## config.mk

```make
export PLATFORM = sky130hd
export DESIGN_NAME = sdhost_glue_regs
export DESIGN_NICKNAME = d
export VERILOG_FILES = /design/src/rtl/sdglue_pkg.sv /design/src/rtl/sdglue_decode.sv /design/src/rtl/sdglue_slot_cfg.sv /design/src/rtl/sdglue_irq_track.sv /design/src/rtl/sdhost_glue_regs.sv
export SDC_FILE = /design/constraint.sdc
export NUM_CORES = 1
export LEC_CHECK = 0
export BUFFER_PORTS_ARGS = -buffer_cell sky130_fd_sc_hd__clkbuf_2
export CORE_UTILIZATION = 35
export CTS_CLUSTER_SIZE = 24
export DETAILED_ROUTE_END_ITERATION = 12
export PLACE_DENSITY = 0.56
export SYNTH_ARGS = -nofsm -noshare
export SYNTH_HDL_FRONTEND = slang
export SYNTH_SLANG_ARGS = --single-unit
```

## constraint.sdc

```tcl
create_clock -name clk -period 3.2 [get_ports clk]
set_input_delay 0.16 -clock clk [delete_from_list [all_inputs] [get_ports clk]]
set_output_delay 0.16 -clock clk [all_outputs]
set_load 0.02 [all_outputs]
```

## src/rtl/sdglue_pkg.sv

```systemverilog
// Shared constants and types for the SD host wrapper register block.
// Holds the global register offsets, reset values and the decode result type.
package sdglue_pkg;

    localparam int unsigned REG_W     = 32;
    localparam int unsigned ADDR_W    = 12;
    localparam int unsigned MAX_SLOTS = 2;
    localparam int unsigned IDX_W     = (MAX_SLOTS > 1) ? $clog2(MAX_SLOTS) : 1;

    // Global page offsets (byte addresses inside page 0)
    localparam logic [7:0] OFF_INFO  = 8'h00;
    localparam logic [7:0] OFF_DEB   = 8'h04;
    localparam logic [7:0] OFF_BUS   = 8'h08;
    localparam logic [7:0] OFF_WPPOL = 8'hEC;
    localparam logic [7:0] OFF_CDET  = 8'hF0;
    localparam logic [7:0] OFF_IRQST = 8'hFC;

    // Reset values and information-register layout
    localparam logic [REG_W-1:0] DEB_RESET    = 32'h0000_0005;
    localparam int unsigned      INFO_RST_BIT = 0;
    localparam int unsigned      INFO_PRES_LO = 16;
    localparam logic [REG_W-1:0] INFO_RO_MASK = (32'h1 << INFO_RST_BIT)
                                              | (32'h3 << INFO_PRES_LO);

    // What a request decodes to
    typedef enum logic [3:0] {
        TGT_NONE,
        TGT_INFO,
        TGT_DEB,
        TGT_BUS,
        TGT_WPPOL,
        TGT_CDET,
        TGT_IRQST,
        TGT_CAP,
        TGT_CUR,
        TGT_SLOT
    } tgt_e;

    typedef struct packed {
        tgt_e             tgt;
        logic [IDX_W-1:0] idx;
        logic             err;
    } dec_t;

    // Presence flags shown in the information register for a slot count
    function automatic logic [REG_W-1:0] presence_bits(input int unsigned nslots);
        logic [REG_W-1:0] v;
        v = '0;
        for (int i = 0; i < int'(MAX_SLOTS); i++) begin
            if (i < int'(nslots)) v[INFO_PRES_LO + i] = 1'b1;
        end
        return v;
    endfunction

endpackage

```

## src/rtl/sdglue_decode.sv

```systemverilog
// Address decoder for the wrapper register block.
// Purely combinational. It classifies a request by its shape (full strobe,
// aligned), its page (global or slot window) and its offset. It assumes
// NUM_SLOTS is 1 or 2, so the slot alias layout fits below offset 0x30.
module sdglue_decode
    import sdglue_pkg::*;
#(
    parameter int unsigned NUM_SLOTS = 2
) (
    input  logic [ADDR_W-1:0]    addr,
    input  logic [3:0]           strb,
    output dec_t                 dec,
    output logic [NUM_SLOTS-1:0] win_hit
);

    localparam logic [3:0] LAST_PAGE  = 4'(NUM_SLOTS);
    localparam logic [1:0] LAST_ALIAS = 2'(NUM_SLOTS);

    logic [3:0] page;
    logic [7:0] off;
    logic       shape_ok;

    assign page     = addr[11:8];
    assign off      = addr[7:0];
    assign shape_ok = (strb == 4'hF) && (addr[1:0] == 2'b00);

    // Map the request to one target, or flag it as an error
    always_comb begin
        dec     = '{tgt: TGT_NONE, idx: '0, err: 1'b0};
        win_hit = '0;
        if (!shape_ok) begin
            dec.err = 1'b1;
        end else if (page == 4'd0) begin
            if (off[7:6] == 2'b00 && off[2:0] == 3'b000 &&
                off[5:4] != 2'b00 && off[5:4] <= LAST_ALIAS) begin
                dec.tgt = off[3] ? TGT_CUR : TGT_CAP;
                dec.idx = IDX_W'(off[5:4] - 2'd1);
            end else begin
                case (off)
                    OFF_INFO:  dec.tgt = TGT_INFO;
                    OFF_DEB:   dec.tgt = TGT_DEB;
                    OFF_BUS:   dec.tgt = TGT_BUS;
                    OFF_WPPOL: dec.tgt = TGT_WPPOL;
                    OFF_CDET:  dec.tgt = TGT_CDET;
                    OFF_IRQST: dec.tgt = TGT_IRQST;
                    default:   dec.err = 1'b1;
                endcase
            end
        end else if (page <= LAST_PAGE) begin
            dec.tgt = TGT_SLOT;
            dec.idx = IDX_W'(page - 4'd1);
            for (int i = 0; i < int'(NUM_SLOTS); i++) begin
                if (page == 4'(i + 1)) win_hit[i] = 1'b1;
            end
        end else begin
            dec.err = 1'b1;
        end
    end

endmodule

```

## src/rtl/sdglue_slot_cfg.sv

```systemverilog
// Per-slot exported configuration: a capability word and a maximum-current word.
// Each word is written through its own strobe. It assumes the caller raises at
// most one strobe per cycle for this slot.
module sdglue_slot_cfg
    import sdglue_pkg::*;
#(
    parameter logic [REG_W-1:0] CAP_RESET = 32'h01E8_0C80
) (
    input  logic             clk,
    input  logic             rst_n,
    input  logic             wr_cap,
    input  logic             wr_cur,
    input  logic [REG_W-1:0] wdata,
    output logic [REG_W-1:0] cap_q,
    output logic [REG_W-1:0] cur_q
);

    // Capability word: parameterised default, replaced by software writes
    always_ff @(posedge clk) begin
        if (!rst_n)      cap_q <= CAP_RESET;
        else if (wr_cap) cap_q <= wdata;
    end

    // Maximum-current word: resets to zero
    always_ff @(posedge clk) begin
        if (!rst_n)      cur_q <= '0;
        else if (wr_cur) cur_q <= wdata;
    end

endmodule

```

## src/rtl/sdglue_irq_track.sv

```systemverilog
// Interrupt level tracker.
// Samples each slot's interrupt line into a status bit every cycle and merges
// the bits into one output. It assumes the lines are already synchronous to clk.
module sdglue_irq_track #(
    parameter int unsigned NUM_SLOTS = 2
) (
    input  logic                 clk,
    input  logic                 rst_n,
    input  logic [NUM_SLOTS-1:0] lvl_in,
    output logic [NUM_SLOTS-1:0] stat_q,
    output logic                 any_o
);

    // Status bits follow the input levels, one cycle behind
    always_ff @(posedge clk) begin
        if (!rst_n) stat_q <= '0;
        else        stat_q <= lvl_in;
    end

    // Merged request stays high while any status bit is set
    assign any_o = |stat_q;

endmodule

```

## src/rtl/sdhost_glue_regs.sv

```systemverilog
// SD host wrapper register block (top).
// Decodes a 4 KiB register window. It holds the global registers and the
// per-slot exported words, raises the slot window selects and merges the slot
// interrupts. Every request that is not routed to a slot is answered one cycle
// later. It assumes at most one request per cycle and NUM_SLOTS of 1 or 2.
module sdhost_glue_regs
    import sdglue_pkg::*;
#(
    parameter int unsigned      NUM_SLOTS = 2,
    parameter logic [31:0]      CAP_RESET = 32'h01E8_0C80
) (
    input  logic                     clk,
    input  logic                     rst_n,
    input  logic                     req_valid,
    input  logic                     req_write,
    input  logic [11:0]              req_addr,
    input  logic [31:0]              req_wdata,
    input  logic [3:0]               req_strb,
    output logic                     rsp_ready,
    output logic [31:0]              rsp_rdata,
    output logic                     rsp_err,
    output logic [NUM_SLOTS-1:0]     slot_sel,
    input  logic [NUM_SLOTS-1:0]     slot_irq,
    output logic                     irq_out,
    output logic                     host_rst_pulse,
    output logic [32*NUM_SLOTS-1:0]  slot_cap_o,
    output logic [32*NUM_SLOTS-1:0]  slot_cur_o,
    output logic [31:0]              cfg_debounce,
    output logic [31:0]              cfg_bus,
    output logic [31:0]              cfg_wp_pol,
    output logic [31:0]              cfg_card_det
);

    localparam logic [REG_W-1:0] PRESENCE = presence_bits(NUM_SLOTS);

    dec_t                 dec;
    logic [NUM_SLOTS-1:0] win_hit;
    logic                 to_slot;
    logic                 wr_ok;
    logic [REG_W-1:0]     info_q;
    logic [REG_W-1:0]     rd_mux;
    logic [NUM_SLOTS-1:0] irq_stat;
    logic [REG_W-1:0]     cap_w [NUM_SLOTS];
    logic [REG_W-1:0]     cur_w [NUM_SLOTS];

    sdglue_decode #(.NUM_SLOTS(NUM_SLOTS)) u_dec (
        .addr    (req_addr),
        .strb    (req_strb),
        .dec     (dec),
        .win_hit (win_hit)
    );

    // Slot selects follow the request combinationally
    assign slot_sel = req_valid ? win_hit : '0;
    assign to_slot  = (dec.tgt == TGT_SLOT);
    assign wr_ok    = req_valid && req_write && !dec.err;

    // One configuration holder per slot
    for (genvar g = 0; g < int'(NUM_SLOTS); g++) begin : g_slot
        sdglue_slot_cfg #(.CAP_RESET(CAP_RESET)) u_cfg (
            .clk    (clk),
            .rst_n  (rst_n),
            .wr_cap (wr_ok && dec.tgt == TGT_CAP && dec.idx == IDX_W'(g)),
            .wr_cur (wr_ok && dec.tgt == TGT_CUR && dec.idx == IDX_W'(g)),
            .wdata  (req_wdata),
            .cap_q  (cap_w[g]),
            .cur_q  (cur_w[g])
        );
        assign slot_cap_o[g*32 +: 32] = cap_w[g];
        assign slot_cur_o[g*32 +: 32] = cur_w[g];
    end

    sdglue_irq_track #(.NUM_SLOTS(NUM_SLOTS)) u_irq (
        .clk    (clk),
        .rst_n  (rst_n),
        .lvl_in (slot_irq),
        .stat_q (irq_stat),
        .any_o  (irq_out)
    );

    // Information register: only the writable bits are stored
    always_ff @(posedge clk) begin
        if (!rst_n)
            info_q <= '0;
        else if (wr_ok && dec.tgt == TGT_INFO)
            info_q <= req_wdata & ~INFO_RO_MASK;
    end

    // Reset request pulse, one cycle, aligned with the write response
    always_ff @(posedge clk) begin
        if (!rst_n) host_rst_pulse <= 1'b0;
        else        host_rst_pulse <= wr_ok && dec.tgt == TGT_INFO
                                      && req_wdata[INFO_RST_BIT];
    end

    // Plain read/write global settings
    always_ff @(posedge clk) begin
        if (!rst_n) begin
            cfg_debounce <= DEB_RESET;
            cfg_bus      <= '0;
            cfg_wp_pol   <= '0;
            cfg_card_det <= '0;
        end else if (wr_ok) begin
            case (dec.tgt)
                TGT_DEB:   cfg_debounce <= req_wdata;
                TGT_BUS:   cfg_bus      <= req_wdata;
                TGT_WPPOL: cfg_wp_pol   <= req_wdata;
                TGT_CDET:  cfg_card_det <= req_wdata;
                default:   ;
            endcase
        end
    end

    // Read data selection from current state
    always_comb begin
        rd_mux = '0;
        case (dec.tgt)
            TGT_INFO:  rd_mux = info_q | PRESENCE;
            TGT_DEB:   rd_mux = cfg_debounce;
            TGT_BUS:   rd_mux = cfg_bus;
            TGT_WPPOL: rd_mux = cfg_wp_pol;
            TGT_CDET:  rd_mux = cfg_card_det;
            TGT_IRQST: rd_mux = REG_W'(irq_stat);
            TGT_CAP: begin
                for (int i = 0; i < int'(NUM_SLOTS); i++)
                    if (dec.idx == IDX_W'(i)) rd_mux = cap_w[i];
            end
            TGT_CUR: begin
                for (int i = 0; i < int'(NUM_SLOTS); i++)
                    if (dec.idx == IDX_W'(i)) rd_mux = cur_w[i];
            end
            default:   rd_mux = '0;
        endcase
    end

    // Registered response: ready, error and read data one cycle after request
    always_ff @(posedge clk) begin
        if (!rst_n) begin
            rsp_ready <= 1'b0;
            rsp_err   <= 1'b0;
            rsp_rdata <= '0;
        end else begin
            rsp_ready <= req_valid && !to_slot;
            rsp_err   <= req_valid && dec.err;
            rsp_rdata <= (req_valid && !req_write && !dec.err && !to_slot)
                         ? rd_mux : '0;
        end
    end

endmodule

```

==> results by group, run 1 <==
Clock tree
  • Post-cts repair resize count: 0
  • Clk slew on worst S/H paths: 60 ps
  • Clk_lat worst skew: 550 ps
  • CTS Root Cell: clkbuf_16
  • TritonCTS buffer count: 37
  • Setup bufs post-CTS: 0
  • TritonCTS clock tree: done
  • Bufs on Longest Clock Path: 3
  • Clock sink count: 322
  • H-tree depth: 2
  • Post-CTS Hold Fix Bufs: 36

Route
  • First-pass DRT Iterations: 5
  • Antenna Nets Post-Route: 0
  • Met1 Routed Length: 22100 µm
  • Vias: 12200
  • WL/cell: 21.1 µm
  • Met3 WL: 2860 µm
  • Routed wire length: 48100 µm
  • Iter 0 DRT Violations: 853
  • DR DRC count: 0
  • Highest Signal Layer: met4
  • DR vias/cell: 5.33
  • Met2 Wirelength: 21600 µm

Power and ir drop
  • Power per cell area: 505 nW/µm²
  • Leakage: 0.00700 µW
  • Worst vdd ir: 0.000440 V

Global routing
  • Total track usage: 24.4%
  • Grt total ovfl: 0
  • First-pass GRT wire length: 71200 µm
  • Initial antenna violation count: 0
  • Largest net degree at the start of global routing: 97
  • Vias in the first global route: 11300

STA
  • Fin crit period: 2770 ps
  • Setup violators final: 0
  • Period utilization: 86.6%
  • Final Max Tran Viols: 0
  • Relative slew slack: 34.5%
  • Setup ws final: 428 ps
  • Hold Fails Final Rpt: 0
  • Worst clock skew: 16.6 ps
  • Post-Route Setup TNS: 0 ps
  • Unrepaired setup endpoints after global routing: no
  • Worst-Margin Slew: 982 ps
  • Max Freq: 361 MHz

Critical path
  • Setup CP Type: primary input to flip-flop
  • Critical Path Max Stage Delay: 650 ps
  • CP Max Fanout: 8
  • Worst EP arrival: 3210 ps
  • Cell mode on critical path: nand2_1
  • Slowest cell on crit path: or4_1
  • Critical path endpoint category: flip-flop
  • Critical path startpoint category: primary input
  • Cells along the critical path: clkbuf_2 > or4_1 > a31oi_1 > nand2_1 > a211oi_2 > nand4_4 > mux2i_1 > nand2_1 > dlygate4sd3_1
  • Worst endpoint required time: 3640 ps

Yosys
  • Simple logic cell fraction of the synthesized area: 16.5%
  • Post-Synth XOR/XNOR Area: 0.0660%
  • Syn Std Cell Area: 13300 µm²
  • Cells after Synth: 1413
  • Synthesis-stage register bit count: 322
  • Post-synthesis cell type count: 67
  • Post-synthesis mux area share: 14.0%
  • Avg Cell Area, Syn: 9.39 µm²
  • EDFF count, synth: 0
  • Largest family of logic cells by synthesized area: compound AO/OA/AOI/OAI gates
  • Syn_nets: 1467
  • Synth Area in Compound Gates: 16.5%
  • Async set-reset flop share out of synthesis: 0%
  • Sequential-to-total area share from yosys stat: 48.6%
  • Ys Warns: 0
  • Prevailing post-synth register cell: dfxtp_1
  • Synth Area in Adders: 0.0755%

Placed design
  • Pre-CTS setup slack: 423 ps
  • HPWL after detailed placement: 31900 µm
  • GP Congestion: 0.879
  • Number of buffers added on ports: 347

Finish
  • Layout cell share with drive strength beyond 1: 27.1%
  • Final Net Count: 1805
  • Final core utilization: 46.4%
  • Fill count: 3635
  • Area Growth Syn to Fin: 29.2%
  • Register Area: 6450 µm²
  • Diode count: 0
  • Multi-input gate area: 6350 µm²

Worst hold path
  • HP Class: primary input to flip-flop

Floorplan
  • Die Y-Extent: 197 µm
  • Die area: 38700 µm²
  • Die extent in x: 197 µm
  • Rows: 70
  • Starting Density: 35.9%
  • Io pins: 348
  • CORE AREA: 37000 µm²

Run status
  • Status: completed

Flow run
  • Max_cap viols: 0
## where the power goes
part / internal, µW / switching (µW)
Clock: 2630 / 1740
Combinational: 89.5 / 178
Sequential: 4010 / 1.79
Total: 6730 / 1920
## layout by cell type, fill, tap and decap left out, types with 7 or more instances in the layout
master and n:
a22oi_1 30, a31oi_1 10, buf_4 30, clkbuf_1 8, clkbuf_16 39, clkbuf_2 346, clkbuf_8 7, dfxtp_1 322
dlygate4sd3_1 36, mux2i_1 179, nand2_1 134, nand3_1 197, nor2_1 11, nor2b_1 34, o21a_1 28, o21ai_0 147
o21ai_1 53, o221ai_1 25, o22ai_1 27
## sequential cells by signal (all words and copies together) (netlist names)
signal,cells
rsp_err,1
info_q,29
cfg_bus,32
cfg_card_det,32
g_slot.u_cfg.cap_q,64
rsp_ready,1
rsp_rdata,32
g_slot.u_cfg.cur_q,64
host_rst_pulse,1
u_irq.stat_q,2
cfg_debounce,32
cfg_wp_pol,32
## cells in the mapped netlist, drive strengths merged (2+ instances only)
cell | number | area [µm²]
a21oi | 4 | 31.3
nand3 | 200 | 1020
and4b | 3 | 30.0
and3 | 6 | 37.5
mux2i | 179 | 1790
o21ai | 201 | 1020
a211oi | 3 | 32.5
nor3 | 6 | 40.0
or4 | 2 | 18.8
o311ai | 2 | 17.5
inv | 4 | 15.0
nor2b | 34 | 213
mux2 | 6 | 67.6
clkbuf | 73 | 274
o21a | 28 | 210
nor3b | 4 | 35.0
nor2 | 12 | 47.6
a31oi | 10 | 62.6
o311a | 2 | 20.0
o221ai | 25 | 219
o2111ai | 2 | 17.5
or3 | 3 | 18.8
nor4 | 4 | 40.0
o32ai | 2 | 17.5
and2 | 4 | 25.0
a22oi | 30 | 225
o22ai | 27 | 169
nand2 | 139 | 534
o31a | 3 | 26.3
a311oi | 2 | 17.5
a22o | 2 | 17.5
nand4 | 7 | 83.8
buf | 47 | 265
dfxtp | 322 | 6450
## worst max-delay path, delay by kind of cell
| family | cells | cell delay, ps |
|---|---|---|
| compound gates | 2 | 700 |
| simple gates | 4 | 1350 |
| mux | 1 | 270 |
| buf+inv | 2 | 720 |
## layer usage
metal | global-route usage [%] | vias to the layer above
met5 | 0 | -
met1 | 33.7 | 5806
met3 | 4.30 | 82
li1 | - | 5846
met2 | 38.0 | 421
met4 | 8.70 | 0
## worst paths after layout
kind                            slack [ps]  cells after the start                   endpoint                       from
worst max-delay path                   430                      9  g_slot[1].u_cfg.cap_q[19]                req_addr[8]
worst min-delay path                    50                      3           cfg_card_det[17]              req_wdata[17]
worst max register to register        1870                      3              rsp_rdata[16]  g_slot[0].u_cfg.cap_q[16]
worst min register to register         470                      2  g_slot[0].u_cfg.cap_q[17]  g_slot[0].u_cfg.cap_q[17]
## per-stage QoR
| step | cell area (µm²) | hold slack [ps] | power [µW] | cells |
|---|---|---|---|---|
| 2_1_floorplan | 13300 | 285 | 4230 | 1413 |
| 3_3_place_gp | 15500 | 378 | 4330 | 2180 |
| 3_5_place_dp | 15500 | 376 | 4330 | 2180 |
| 4_1_cts | 17100 | 53.7 | 8740 | 2282 |
| 5_1_grt | 17100 | 97.9 | 8920 | 2282 |
| 6_report | 17100 | 54.8 | 8660 | 2282 |
## layout make-up
class                   count  area share (%)
repair buffers            419            14.3
clock inverters            12           0.839
multi-input cells         967            37.0
well taps                 504            3.68
flip-flops and latches    322            37.6
clock buffers              54            6.43
inverters                   4          0.0876
## cell families after synthesis
family / count (synthesis)
xor+xnor: 1
flops: 322
buf+inv: 124
simple gates: 429
fa+ha+maj: 1
mux: 185
compound gates: 351
(Power assumes the default switching activity.)
==> run 2, diff against run 1 <==
--- a/config.mk
+++ b/config.mk
@@ -5,11 +5,14 @@
 export SDC_FILE = /design/constraint.sdc
 export NUM_CORES = 1
 export LEC_CHECK = 0
+export ABC_AREA = 1
 export BUFFER_PORTS_ARGS = -buffer_cell sky130_fd_sc_hd__clkbuf_2
+export CELL_PAD_IN_SITES_DETAIL_PLACEMENT = 1
+export CELL_PAD_IN_SITES_GLOBAL_PLACEMENT = 1
 export CORE_UTILIZATION = 35
 export CTS_CLUSTER_SIZE = 24
 export DETAILED_ROUTE_END_ITERATION = 12
-export PLACE_DENSITY = 0.56
+export PLACE_DENSITY = 0.74
 export SYNTH_ARGS = -nofsm -noshare
 export SYNTH_HDL_FRONTEND = slang
 export SYNTH_SLANG_ARGS = --single-unit
==> results by group, run 2 <==
Clock tree
  • TritonCTS buffer count: 39
  • Clk_lat worst skew: 570 ps
  • Setup bufs post-CTS: 0
  • Bufs on Longest Clock Path: 3
  • TritonCTS clock tree: done
  • Clk slew on worst S/H paths: 60 ps
  • Clock sink count: 322
  • H-tree depth: 2
  • CTS Root Cell: clkbuf_16

Finish
  • Final core utilization: 44.1%
  • Diode count: 0
  • Fill count: 5399
  • Final std cells w/o fill: 3061
  • Layout cell share with drive strength beyond 1: 19.3%
  • Commonest cells after routing, fill and taps aside: 534 x nand2_1, 481 x nor2_1, 346 x clkbuf_2
  • Most common cell after layout, fill and taps aside: nand2_1
  • Biggest regs: g_slot.u_cfg.cap_q (64), g_slot.u_cfg.cur_q (64)
  • Area Growth Syn to Fin: 23.2%
  • Final Net Count: 2556

Critical path
  • CP Max Fanout: 64
  • Setup CP Type: primary input to flip-flop
  • Beginning of the worst register-to-register path: g_slot[1].u_cfg.cur_q[16]
  • CP startpoint: req_addr[1]
  • Worst endpoint required time: 3650 ps
  • Critical path endpoint category: flip-flop
  • Critical path startpoint category: primary input
  • Worst EP arrival: 2700 ps

STA
  • Relative slew slack: 32.5%
  • Worst-Margin Slew: 1010 ps
  • Fin crit period: 2250 ps
  • Worst clock skew: 20.2 ps
  • Final Max Tran Viols: 0
  • Setup violators final: 0
  • Max Freq: 444 MHz
  • Hold Fails Final Rpt: 0
  • Period utilization: 70.4%
  • Post-Route Setup TNS: 0 ps
  • Unrepaired setup endpoints after global routing: no

Global routing
  • Vias in the first global route: 16000
  • Largest net degree at the start of global routing: 97
  • First-pass GRT wire length: 101000 µm
  • Initial antenna violation count: 0
  • Total track usage: 30.5%
  • Grt total ovfl: 0

Floorplan
  • Die area: 42900 µm²
  • Die extent in x: 207 µm
  • Die Y-Extent: 207 µm
  • Io pins: 348
  • CORE AREA: 41200 µm²
  • Starting Density: 35.8%
  • Rows: 74

Placed design
  • Number of buffers added on ports: 347
  • Dpl cells: 2985
  • HPWL after detailed placement: 48100 µm
  • GP Congestion: 0.951

Yosys
  • Top cells by count, synth: 535 x nand2_1, 482 x nor2_1, 322 x dfxtp_1, 161 x inv_1, 143 x nand3_1
  • Async set-reset flop share out of synthesis: 0%
  • Ys Warns: 0
  • Syn_nets: 2282
  • Cells after Synth: 2228
  • Synthesis-stage register bit count: 322
  • EDFF count, synth: 0
  • Post-synthesis cell type count: 29
  • Cell with the most instances after synthesis: nand2_1
  • Yosys top cell area share: 43.7%
  • Synth area leaders: dfxtp_1 44%, nand2_1 14%, nor2_1 12%, nand3_1 4.9%, o21ai_0 4.4%
  • Syn Std Cell Area: 14700 µm²
  • Leading area contributor after synthesis: dfxtp_1
  • Sequential-to-total area share from yosys stat: 43.7%
  • Avg Cell Area, Syn: 6.62 µm²
  • Prevailing post-synth register cell: dfxtp_1

Route
  • First-pass DRT Iterations: 7
  • Iter 0 DRT Violations: 1259
  • WL/cell: 21.8 µm
  • Vias: 16200
  • DR vias/cell: 5.29
  • Routed wire length: 66600 µm
  • DR DRC count: 0
  • Antenna Nets Post-Route: 0

Worst hold path
  • HP Class: primary input to flip-flop
  • Hold Crit Start: req_wdata[4]

Flow run
  • Max_cap viols: 0

Run status
  • Status: completed

Power and ir drop
  • Worst vdd ir: 0.000271 V
  • Leakage: 0.00864 µW
  • Power per cell area: 489 nW/µm²
==> run 2: cell types whose count changed after synthesis, sizes merged, moves of 27 or more <==
| cell | previous run | this run |
|---|---|---|
| o22ai | 27 | 0 |
| nand2 | 139 | 542 |
| a22oi | 30 | 0 |
| o21ai | 201 | 169 |
| a21oi | 4 | 114 |
| mux2i | 179 | 0 |
| nor2b | 34 | 0 |
| inv | 4 | 168 |
| nand4 | 7 | 88 |
| nor2 | 12 | 496 |
| o21a | 28 | 0 |
| nand3 | 200 | 149 |
| buf | 47 | 77 |
==> run 2: report_power, final <==
part	switching (µW)	internal, µW
sequential	2.18	4010
clock	1860	2680
combinational	242	74.0
==> run 2: layout make-up <==
type | count | area [µm²] | share of cell area (%)
clock inverters | 11 | 124 | 0.682
repair buffers | 394 | 2190 | 12.1
well taps | 532 | 666 | 3.67
inverters | 170 | 638 | 3.52
flip-flops and latches | 322 | 6450 | 35.5
clock buffers | 57 | 1160 | 6.41
multi-input cells | 1575 | 6920 | 38.1
==> run 2: worst paths after layout <==
path / end / depth (start not counted) / slack (ps)
max: g_slot[0].u_cfg.cur_q[28] / 11 / 950
min: g_slot[1].u_cfg.cur_q[4] / 3 / 20
max reg2reg: rsp_rdata[16] / 6 / 1760
min reg2reg: cfg_debounce[23] / 2 / 470
==> run 2: through the flow <==
stage / worst slack [ps] / area (µm²) / total power [µW] / hold WS (ps)
2_1_floorplan: 1390 / 14700 / 4250 / 258
3_3_place_gp: 599 / 16800 / 4400 / 354
3_5_place_dp: 400 / 16800 / 4400 / 350
4_1_cts: 1010 / 18200 / 8930 / 0.419
5_1_grt: 655 / 18200 / 9110 / 27.1
6_report: 949 / 18200 / 8880 / 18.8
==> run 2: cell families (layout without fill, tap and decap cells) <==
| family | after synthesis | after routing | share of synthesized area (%) |
|---|---|---|---|
| simple gates | 1288 | 1288 | 37.0 |
| buf+inv | 331 | 632 | 9.42 |
| flops | 322 | 322 | 43.7 |
| compound gates | 287 | 287 | 9.89 |
==> run 2: repair_timing <==
| action | 4_1_cts | 5_1_grt |
|---|---|---|
| hold buffers | 8 | 0 |
| gates resized for setup | 0 | 0 |
| endpoints found under the hold margin | 19 | 0 |
==> run 2: critical path, stage by stage <==
cell,delay [ps]
clkbuf_2,100
nor2_4,190
nand2_2,100
nor2_4,130
nand3_2,130
nand3_1,180
nand2_4,180
nor2_4,260
nand4_4,780
nor2_1,370
nor2_1,90
==> run 2: routing by layer <==
metal / vias up / routed length, µm / GRT usage, %
li1: 7599 / - / -
met2: 597 / 28300 / 45.1
met5: - / 0 / 0
met3: 75 / 5960 / 8.05
met4: 0 / 1620 / 9.03
met1: 7936 / 30700 / 43.1
